File: src/rtl/fwb_pkg.sv
// Package for the flash write-buffer program unit.
// Holds the sequence phase type, the opcodes the unit recognises and
// the block-size rule. It assumes byte-multiple bus widths.
package fwb_pkg;

    typedef enum logic [2:0] {
        PH_IDLE    = 3'd0,
        PH_COUNT   = 3'd1,
        PH_SNAP    = 3'd2,
        PH_DRAIN   = 3'd3,
        PH_FILL    = 3'd4,
        PH_CONFIRM = 3'd5,
        PH_COMMIT  = 3'd6
    } phase_t;

    localparam logic [7:0] OP_BUF_PROG = 8'hE8;
    localparam logic [7:0] OP_CONFIRM  = 8'hD0;

    // log2 of the per-device block size in bytes for a given bank width
    function automatic int blk_log2(input int bank_bytes);
        return (bank_bytes == 1) ? 8 : 11;
    endfunction

endpackage

File: src/rtl/fwb_store.sv
// Shadow block buffer: one synchronous write port, one combinational read port.
// Assumes the caller never needs reset contents; every word is written by the
// snapshot before it is read.
module fwb_store #(
    parameter int W     = 8,
    parameter int DEPTH = 256,
    parameter int IDX_W = 8
) (
    input  logic             clk,
    input  logic             we,
    input  logic [IDX_W-1:0] waddr,
    input  logic [W-1:0]     wdata,
    input  logic [IDX_W-1:0] raddr,
    output logic [W-1:0]     rdata
);

    logic [W-1:0] mem_q [DEPTH];

    // store one word per cycle
    always_ff @(posedge clk) begin
        if (we) begin
            mem_q[waddr] <= wdata;
        end
    end

    // read the word addressed by the commit walk
    assign rdata = mem_q[raddr];

endmodule

File: src/rtl/fwb_window.sv
// Block window decode: tells whether a bus address falls in the buffered
// block and gives its word index inside that block. Assumes the base has its
// low IDX_W bits cleared.
module fwb_window #(
    parameter int ADDR_W = 10,
    parameter int IDX_W  = 8
) (
    input  logic [ADDR_W-1:0] addr,
    input  logic [ADDR_W-1:0] base,
    output logic              in_blk,
    output logic [IDX_W-1:0]  idx
);

    // compare the block-number bits only
    always_comb begin
        in_blk = (addr[ADDR_W-1:IDX_W] == base[ADDR_W-1:IDX_W]);
        idx    = addr[IDX_W-1:0];
    end

endmodule

File: src/rtl/fwb_ctrl.sv
// Sequence controller for the buffered-program unit. It walks idle, count,
// snapshot, drain, fill, confirm and commit. It drives the array port and the
// buffer write port and keeps the sticky programming error. It assumes the
// array returns read data one cycle after arr_re.
module fwb_ctrl
    import fwb_pkg::*;
#(
    parameter int ADDR_W = 10,
    parameter int BUS_W  = 8,
    parameter int CNT_W  = 8,
    parameter int DEPTH  = 256,
    parameter int IDX_W  = 8
) (
    input  logic              clk,
    input  logic              rst_n,
    input  logic              bus_we,
    input  logic [ADDR_W-1:0] bus_addr,
    input  logic [BUS_W-1:0]  bus_wdata,
    input  logic              ro_lock,
    input  logic              stat_clr,
    input  logic              in_blk,
    input  logic [IDX_W-1:0]  win_idx,
    input  logic [BUS_W-1:0]  arr_rdata,
    output logic              arr_re,
    output logic              arr_we,
    output logic [ADDR_W-1:0] arr_addr,
    output logic              buf_we,
    output logic [IDX_W-1:0]  buf_waddr,
    output logic [BUS_W-1:0]  buf_wdata,
    output logic [IDX_W-1:0]  walk_idx,
    output logic [ADDR_W-1:0] base,
    output logic              busy,
    output logic              err,
    output logic              seq_idle
);

    localparam logic [IDX_W-1:0]  IDX_LAST = IDX_W'(DEPTH - 1);
    localparam logic [ADDR_W-1:0] BLK_MASK = ~ADDR_W'(DEPTH - 1);

    phase_t             ph_q;
    logic [ADDR_W-1:0]  base_q;
    logic [IDX_W-1:0]   idx_q;
    logic [CNT_W-1:0]   cnt_q;
    logic               err_q;
    logic               fill_v_q;
    logic [IDX_W-1:0]   fill_idx_q;

    logic fill_wr, data_ok, data_bad;

    // classify a bus write arriving in the fill phase
    always_comb begin
        fill_wr  = (ph_q == PH_FILL) && bus_we;
        data_ok  = fill_wr && in_blk && !ro_lock;
        data_bad = fill_wr && !(in_blk && !ro_lock);
    end

    // sequence phase, block base, walk index and remaining count
    always_ff @(posedge clk) begin
        if (!rst_n) begin
            ph_q   <= PH_IDLE;
            base_q <= '0;
            idx_q  <= '0;
            cnt_q  <= '0;
        end else begin
            case (ph_q)
                PH_IDLE: begin
                    if (bus_we && bus_wdata[7:0] == OP_BUF_PROG) begin
                        ph_q <= PH_COUNT;
                    end
                end
                PH_COUNT: begin
                    if (bus_we) begin
                        cnt_q  <= bus_wdata[CNT_W-1:0];
                        base_q <= bus_addr & BLK_MASK;
                        idx_q  <= '0;
                        ph_q   <= PH_SNAP;
                    end
                end
                PH_SNAP: begin
                    idx_q <= idx_q + 1'b1;
                    if (idx_q == IDX_LAST) begin
                        ph_q <= PH_DRAIN;
                    end
                end
                PH_DRAIN: begin
                    ph_q <= PH_FILL;
                end
                PH_FILL: begin
                    if (bus_we) begin
                        if (cnt_q == '0) begin
                            ph_q <= PH_CONFIRM;
                        end else begin
                            cnt_q <= cnt_q - 1'b1;
                        end
                    end
                end
                PH_CONFIRM: begin
                    if (bus_we) begin
                        idx_q <= '0;
                        if (bus_wdata[7:0] == OP_CONFIRM && !err_q) begin
                            ph_q <= PH_COMMIT;
                        end else begin
                            ph_q <= PH_IDLE;
                        end
                    end
                end
                PH_COMMIT: begin
                    idx_q <= idx_q + 1'b1;
                    if (idx_q == IDX_LAST) begin
                        ph_q <= PH_IDLE;
                    end
                end
                default: begin
                    ph_q <= PH_IDLE;
                end
            endcase
        end
    end

    // snapshot capture pipeline, one stage behind the array read
    always_ff @(posedge clk) begin
        if (!rst_n) begin
            fill_v_q   <= 1'b0;
            fill_idx_q <= '0;
        end else begin
            fill_v_q   <= (ph_q == PH_SNAP);
            fill_idx_q <= idx_q;
        end
    end

    // sticky programming error; a new error wins over a clear
    always_ff @(posedge clk) begin
        if (!rst_n) begin
            err_q <= 1'b0;
        end else if (data_bad) begin
            err_q <= 1'b1;
        end else if (stat_clr) begin
            err_q <= 1'b0;
        end
    end

    // buffer write port: snapshot words first, data writes otherwise
    always_comb begin
        buf_we    = 1'b0;
        buf_waddr = win_idx;
        buf_wdata = bus_wdata;
        if (fill_v_q) begin
            buf_we    = 1'b1;
            buf_waddr = fill_idx_q;
            buf_wdata = arr_rdata;
        end else if (data_ok) begin
            buf_we = 1'b1;
        end
    end

    // array port and status outputs from registered state only
    always_comb begin
        arr_re   = (ph_q == PH_SNAP);
        arr_we   = (ph_q == PH_COMMIT);
        arr_addr = base_q | {{(ADDR_W-IDX_W){1'b0}}, idx_q};
        walk_idx = idx_q;
        base     = base_q;
        busy     = (ph_q == PH_SNAP) || (ph_q == PH_DRAIN) || (ph_q == PH_COMMIT);
        err      = err_q;
        seq_idle = (ph_q == PH_IDLE);
    end

    AST_IDLE_QUIET: assert property (@(posedge clk) disable iff (!rst_n)
        seq_idle |-> (!arr_re && !arr_we));

    AST_NO_RW_OVERLAP: assert property (@(posedge clk) disable iff (!rst_n)
        !(arr_re && arr_we));

    AST_SNAP_ASCEND: assert property (@(posedge clk) disable iff (!rst_n)
        (arr_re && $past(arr_re)) |-> (arr_addr == ADDR_W'($past(arr_addr) + 1'b1)));

    AST_COMMIT_ASCEND: assert property (@(posedge clk) disable iff (!rst_n)
        (arr_we && $past(arr_we)) |-> (arr_addr == ADDR_W'($past(arr_addr) + 1'b1)));

    AST_COMMIT_NEEDS_CLEAN: assert property (@(posedge clk) disable iff (!rst_n)
        $rose(arr_we) |-> !err);

    AST_ERR_STICKY: assert property (@(posedge clk) disable iff (!rst_n)
        ($past(err) && !$past(stat_clr)) |-> err);

    AST_BUSY_IGNORE: assert property (@(posedge clk) disable iff (!rst_n)
        (busy && bus_we && !stat_clr) |=> $stable(err));

    AST_ACCESS_WHILE_BUSY: assert property (@(posedge clk) disable iff (!rst_n)
        (arr_re || arr_we) |-> busy);

endmodule

File: src/rtl/flash_wbuf_prog.sv
// Flash write-buffer program unit (top). It stages one aligned block of the
// array in a shadow buffer, merges count+1 data writes into it and writes it
// back only on a clean 0xD0 confirm. It assumes a word-addressed bus, a
// one-cycle array read latency and a power-of-two device count.
module flash_wbuf_prog
    import fwb_pkg::*;
#(
    parameter int ADDR_W     = 10,
    parameter int BANK_BYTES = 1,
    parameter int DEV_BYTES  = 1
) (
    input  logic                    clk,
    input  logic                    rst_n,
    input  logic                    bus_we,
    input  logic [ADDR_W-1:0]       bus_addr,
    input  logic [8*BANK_BYTES-1:0] bus_wdata,
    input  logic                    ro_lock,
    input  logic                    stat_clr,
    output logic                    arr_re,
    output logic                    arr_we,
    output logic [ADDR_W-1:0]       arr_addr,
    output logic [8*BANK_BYTES-1:0] arr_wdata,
    input  logic [8*BANK_BYTES-1:0] arr_rdata,
    output logic [7:0]              status,
    output logic                    seq_idle
);

    localparam int BUS_W     = 8 * BANK_BYTES;
    localparam int NUM_DEV   = (DEV_BYTES == 0) ? 1 : BANK_BYTES / DEV_BYTES;
    localparam int CNT_W     = 8 * ((DEV_BYTES == 0) ? BANK_BYTES : DEV_BYTES);
    localparam int BLK_BYTES = (1 << blk_log2(BANK_BYTES)) * NUM_DEV;
    localparam int DEPTH     = BLK_BYTES / BANK_BYTES;
    localparam int IDX_W     = $clog2(DEPTH);

    logic              in_blk;
    logic [IDX_W-1:0]  win_idx;
    logic              buf_we;
    logic [IDX_W-1:0]  buf_waddr;
    logic [BUS_W-1:0]  buf_wdata;
    logic [IDX_W-1:0]  walk_idx;
    logic [ADDR_W-1:0] base;
    logic              busy;
    logic              err;

    fwb_window #(.ADDR_W(ADDR_W), .IDX_W(IDX_W)) u_window (
        .addr   (bus_addr),
        .base   (base),
        .in_blk (in_blk),
        .idx    (win_idx)
    );

    fwb_ctrl #(
        .ADDR_W (ADDR_W),
        .BUS_W  (BUS_W),
        .CNT_W  (CNT_W),
        .DEPTH  (DEPTH),
        .IDX_W  (IDX_W)
    ) u_ctrl (
        .clk       (clk),
        .rst_n     (rst_n),
        .bus_we    (bus_we),
        .bus_addr  (bus_addr),
        .bus_wdata (bus_wdata),
        .ro_lock   (ro_lock),
        .stat_clr  (stat_clr),
        .in_blk    (in_blk),
        .win_idx   (win_idx),
        .arr_rdata (arr_rdata),
        .arr_re    (arr_re),
        .arr_we    (arr_we),
        .arr_addr  (arr_addr),
        .buf_we    (buf_we),
        .buf_waddr (buf_waddr),
        .buf_wdata (buf_wdata),
        .walk_idx  (walk_idx),
        .base      (base),
        .busy      (busy),
        .err       (err),
        .seq_idle  (seq_idle)
    );

    fwb_store #(.W(BUS_W), .DEPTH(DEPTH), .IDX_W(IDX_W)) u_store (
        .clk   (clk),
        .we    (buf_we),
        .waddr (buf_waddr),
        .wdata (buf_wdata),
        .raddr (walk_idx),
        .rdata (arr_wdata)
    );

    // status byte: bit 7 ready, bit 4 programming error
    always_comb begin
        status = {~busy, 2'b00, err, 4'b0000};
    end

endmodule

File: config.mk
export PLATFORM = sky130hd
export DESIGN_NAME = flash_wbuf_prog
export DESIGN_NICKNAME = d
export VERILOG_FILES = /design/src/rtl/fwb_pkg.sv /design/src/rtl/fwb_store.sv /design/src/rtl/fwb_window.sv /design/src/rtl/fwb_ctrl.sv /design/src/rtl/flash_wbuf_prog.sv
export SDC_FILE = /design/constraint.sdc
export NUM_CORES = 2
export LEC_CHECK = 0
export ABC_AREA = 1
export BUFFER_PORTS_ARGS = -buffer_cell sky130_fd_sc_hd__clkbuf_2
export CORE_ASPECT_RATIO = 1.2
export CORE_MARGIN = 1
export CORE_UTILIZATION = 40
export DETAILED_ROUTE_END_ITERATION = 8
export PLACE_DENSITY = 0.64
export SETUP_SLACK_MARGIN = 0.05
export SLEW_MARGIN = 30
export SYNTH_ARGS = -nofsm -noshare
export SYNTH_HDL_FRONTEND = slang
export SYNTH_SLANG_ARGS = --single-unit
File: constraint.sdc
create_clock -name clk -period 15.85 [get_ports clk]
set_input_delay 0 -clock clk [delete_from_list [all_inputs] [get_ports clk]]
set_output_delay 0 -clock clk [all_outputs]
set_load 0.02 [all_outputs]
-- Yosys cells after proc, flatten, opt, wreduce, memory -nomap -nowiden
Memories as Yosys holds them, arrays and structs flattened. A register that Yosys moved wholly into a read port is not among the register bits.
Index checks and enable logic that the tools add are counted.
- reduce and logical (&&, ||, !) cells: 23
- $add $sub $neg: 2
- multiplexer cells: 25
- bitwise logic cells: 2
- eq/ne operators: 19
- operators with widths (cell ; number):
    2-to-1 mux 8 bit ; 8
    one-hot mux 8 bit (2 select lines) ; 2
    == test 8 bit (second input constant) ; 3
    2-to-1 mux 3 bit ; 8
    one-hot mux 3 bit (7 select lines) ; 1
    != test 2 bit (second input constant) ; 5
    OR 10 x 8 -> 10 bit ; 1
    == test 3 bit (second input constant) ; 3
    adder 8 x 1 -> 8 bit (second input constant) ; 1
    logical NOT 8 bit ; 1
    != test 2 x 1 -> 1 bit (second input constant) ; 4
    subtractor 8 x 1 -> 8 bit (second input constant) ; 1
    logical AND 1 bit ; 7
    AND reduction 7 bit ; 1
    == test 3 x 2 -> 1 bit (second input constant) ; 2
    2-to-1 mux 1 bit ; 6
    nonzero test 2 bit ; 3
    AND reduction 2 bit ; 2
    AND reduction 4 bit ; 1
    OR reduction 2 bit ; 2
    == test 3 x 1 -> 1 bit (second input constant) ; 1
    logical NOT 1 bit ; 3
    logical NOT 3 bit ; 1
    == test 2 bit ; 1
    2 further kinds ; 3
- output and inout bits: 29
- input bits: 31
- logic and storage cells: 79
- flip-flop bits (word level): 31
- memories kept: 1
- RAM bits: 2048
- memory list (name ; words ; bits a word ; rd ports ; clocked after memory_dff ; wr ports ; line ; RTL):
    u_store.mem_q ; 256 ; 8 ; 1 ; 1 ; 1 ; fwb_store.sv:17 ; logic [W-1:0] mem_q [DEPTH];

-- Longest topological paths before layout
- depth in word-level cells: 8
- depth in mapped cells: 15
- depth with buffers taken out: 11

-- By module
A second synthesis with hierarchy kept.
- cells, all modules: 7337
- area total of the unflattened synthesis: 85423.2 um^2
- by module, submodules not included (module ; cells an instance ; seq. area each (um^2) ; area each (um^2) ; instances):
    fwb_store ; 6995 ; 61499.0 ; 83236.1 ; 1
    fwb_ctrl ; 314 ; 620.6 ; 2025.7 ; 1
    fwb_window ; 19 ; 0.0 ; 101.3 ; 1
    flash_wbuf_prog ; 9 ; 0.0 ; 60.1 ; 1

-- Least setup slack after synthesis
OpenSTA, ideal clock, no wires.
- path kind: reg-to-reg
- start point: register u_ctrl.fill_v_q
- end point: memory u_store.mem_q[0][5] (data pin)
- clock period less this slack: 12.851 ns
- library setup time: 2.187 ns
- cell stages (with the launch flop): 4
- buffers on the path: 2
- required time: 13.663 ns
- path slack: 2.999 ns
- arrival: 10.663 ns
- cell sequence: dfxtp_1 > buf_2 > clkbuf_1 > o21ai_0
- cells in the longest elaborated chain, start to end: 1
- RTL lines (element ; line ; RTL):
    from (decl) ; fwb_ctrl.sv:45 ; logic fill_v_q;
    from (signal assigned) ; fwb_ctrl.sv:126 ; fill_v_q <= (ph_q == PH_SNAP);
    2-to-1 mux 8 bit ; fwb_ctrl.sv:147 ; if (fill_v_q) begin
    via buf_wdata[5] ; flash_wbuf_prog.sv:39 ; logic [BUS_W-1:0] buf_wdata;
    to (decl) ; fwb_store.sv:17 ;
The timed path passes the listed nets, and every way through them passes these cells.

==> flow_metrics.env <==
export IMPL_hold_class="in -> reg"
export IMPL_clk_latency_ns=0.84
export IMPL_hold_ws_ns=-0.0240
export IMPL_hold_viol_final=12
export IMPL_timing_rr_start="u_ctrl.fill_v_q"
export IMPL_core_area_um2=212000
export IMPL_h_tree_depth=4
export IMPL_ir_drop_v=0.000101
export IMPL_place_gp_congestion=0.873
export IMPL_cp_top_family="buffers and inverters"
export IMPL_syn_cell_area_um2=85000
export IMPL_avgSynthCellArea_um2=11.7
export IMPL_yosysTopAreaCell="edfxtp_1"
export IMPL_end_kind="output port"
export IMPL_first_iter_violations=6459
export IMPL_power_leakage_nw=31.9
export IMPL_drtPass1Iterations=6
export IMPL_port_buffers=53
export IMPL_fin_tns_setup_ns=0
export IMPL_syn_to_final_growth_pct=10.6
export IMPL_fin_skew_ns=0.0577
export IMPL_crit_path_frequent_cell="nand3_1"
export IMPL_critPathRequiredTime_ns=15.85
export IMPL_crit_type="reg -> out"
export IMPL_p_total_mw=10.9
export IMPL_worstPathCellList="inv_12, buf_6, buf_6, buf_4, buf_4, nand2_1, nand3_1, nand3_1, nand3_1, nand3_1, nand3_1, nand3_1, nand2_1, nand2_1, nand2_1, clkbuf_2"
export IMPL_hold_end="u_store.mem_q[165][5]"
export IMPL_route_vias_total=56100
export IMPL_synth_distinct_cells=38
export IMPL_worstHoldPathCells=4
export IMPL_r2r_setup_slack_ns=11.51
export IMPL_wire_per_inst_um=22.7
export IMPL_num_rows=185
export IMPL_grt_pass1_vias=54100
export IMPL_clk_pin_slew_ns=0.06
export IMPL_cts_root_buffer="clkbuf_16"
export IMPL_initial_core_util=0.402
export IMPL_cpPeakStageDelay_ns=0.73
export IMPL_tightest_slew_ns=1.18
export IMPL_grt_overflow=0
export IMPL_final_cell_mix="nand2_1, edfxtp_1, nand3_1"
export IMPL_yosys_register_bits=2087
export IMPL_setup_viol=0
export IMPL_rsz0062_at_grt="no"
export IMPL_status="finished, violations left"
export IMPL_crit_fanout=188
export IMPL_cp_buffers_inverters=6
export IMPL_violations="negative hold slack"
export IMPL_syn_inst=7269
export IMPL_fin_ws_ns=9.11
export IMPL_drv_slew=0
export IMPL_cts_tree="built"
export IMPL_die_w_um=423
export IMPL_dp_final_hpwl_mm=124
export IMPL_startpoint_type="flop"
export IMPL_grt_first_pass_wirelength_mm=342
export IMPL_fin_cells=10100
export IMPL_placedCellCount=9711
export IMPL_rr_endpoint="u_store.mem_q[18][2]"
export IMPL_cts_buffers=200
export IMPL_fin_nets=7184
export IMPL_ys_warnings_count=0
export IMPL_dieHeight_um=507
export IMPL_drive_gt1_frac=0.0627
export IMPL_clkSinkCount=2087
export IMPL_fmax_mhz=148
export IMPL_cts_buffer_depth=3
export IMPL_wirelength_mm=229
export IMPL_fillCellCount=19100
export IMPL_min_from="arr_rdata[5]"
export IMPL_post_cts_buffers=0
export IMPL_slew_limit_headroom=0.215
export IMPL_grt_max_degree=219
export IMPL_vias_per_cell=5.54
export IMPL_cap_violations=0
export IMPL_final_common_cell="nand2_1"
export IMPL_p_per_area_nw_per_um2=115
export IMPL_postRouteAntennaNets=0
export IMPL_dieArea_um2=214000
export IMPL_yosysSeqAreaShare=0.732
export IMPL_ios=60
export IMPL_fin_crit_sh=0.425
export IMPL_dp_slack_ns=9.65
export IMPL_antenna_found_initial=4
export IMPL_crit_slowest_cell="buf_4"
export IMPL_route_detailed_drc=0
export IMPL_track_usage=0.209
export IMPL_fin_util=0.445
export IMPL_netlist_top_cells_area="edfxtp_1, nand3_1, nand2_1"
export IMPL_critPathArrivalTime_ns=6.74
export IMPL_synthDominantCellAreaShare=0.723
export IMPL_period_minus_slack_ns=6.74
export IMPL_reg2regPathDepth=8
[repair_timing]
action / CTS / global route
hold buffers: 36 / 0
endpoints found under the hold margin: 139 / 0
gates resized for setup: 0 / 0
[how the worst max path moves through the flow]
stage                                endpoint  cells after the start            start
after floorplan           u_store.mem_q[0][5]                      3  u_ctrl.fill_v_q
after CTS                        arr_wdata[6]                     16             flop
final                            arr_wdata[6]                     16             flop
after global routing             arr_wdata[2]                     16             flop
after global placement           arr_wdata[6]                     16             flop
after detailed placement         arr_wdata[6]                     16             flop
[synthesized netlist by cell type]
cell / n
nand2_1: 2176
edfxtp_1: 2048
nand3_1: 2027
nor2_1: 300
buf_2: 287
clkbuf_1: 135
inv_1: 76
buf_1: 44
dfxtp_1: 39
o21ai_0: 27
buf_4: 24
a21oi_1: 18
nor2_2: 7
buf_6: 6
inv_2: 6
xor2_1: 6
o21ai_2: 5
or2_0: 5
a211oi_1: 4
nor3_1: 4
ha_1: 3
nand4_1: 3
nand3_2: 2
nor4_1: 2
or2_2: 2
a2bb2oi_1: 1
a31oi_1: 1
and3_1: 1
conb_1: 1
nand2_2: 1
nor2_4: 1
nor3b_1: 1
nor3b_2: 1
o211ai_1: 1
o21ai_4: 1
o221ai_1: 1
o31ai_1: 1
or2_1: 1
[metrics by stage]
stage	hold slack [ns]	instance area, µm²
after floorplan	0.128	85100
after global placement	0.248	87300
after CTS	0.00184	93900
after detailed placement	0.262	87400
after global routing	0.0434	94100
final	-0.0240	94100
[state kept, by name, summed over array words and instances (netlist names), named ones only]
signal	flops
u_ctrl.cnt_q	8
u_ctrl.walk_idx	8
u_ctrl.fill_idx_q	8
u_store.mem_q	2048
u_ctrl.base	2
u_ctrl.fill_v_q	1
u_ctrl.err	1
u_ctrl.ph_q	3
[cell type report]
| type | count | area (µm²) | share of cell area |
|---|---|---|---|
| sequential | 2087 | 62300 | 0.662 |
| multi-input combinational | 4609 | 20200 | 0.215 |
| clock buffer | 249 | 5270 | 0.0560 |
| tap | 2805 | 3510 | 0.0373 |
| timing repair buffer | 170 | 1550 | 0.0165 |
| clock inverter | 107 | 858 | 0.00912 |
| inverter | 82 | 338 | 0.00359 |
| antenna | 2 | 5.00 | 0.0000532 |
[power by group]
part	switching, mW	leakage [nW]	total [mW]	internal (mW)
Combinational	0.200	10.2	0.246	0.0460
Sequential	0.00303	18.7	6.07	6.07
Clock	2.01	3.01	4.55	2.54
[cell families (layout without fill, tap and decap cells)]
logic type                 count (synthesis)  count (layout)  synth area share
DFF                                     2087            2087             0.732
other                                      1               8         0.0000441
and+or+nand+nor                         4534            4534             0.231
xor gates and xnor gates                   6               6          0.000618
buffers and inverters                    578             608            0.0313
AOI/OAI and AO/OA                         60              60           0.00416
adders and majority gates                  3               3          0.000441
[per-layer routing]
metal,track usage,wire length [µm],vias to the layer above
met4,0.0914,10300,4
met5,0,26,-
met3,0.0357,18700,476
met2,0.340,109000,2575
li1,-,-,25500
met1,0.276,90700,27500
[worst reg2reg max path, cell delays in order (launching register included)]
cell and delay [ns]:
dfxtp_1 0.60, buf_4 0.37, inv_2 0.17, or2_0 0.24, o21ai_2 0.15, inv_1 0.14
nor2_2 0.55, nand2_1 0.71, nor2_1 0.99
Note: power is estimated with default switching activity, not from simulation.
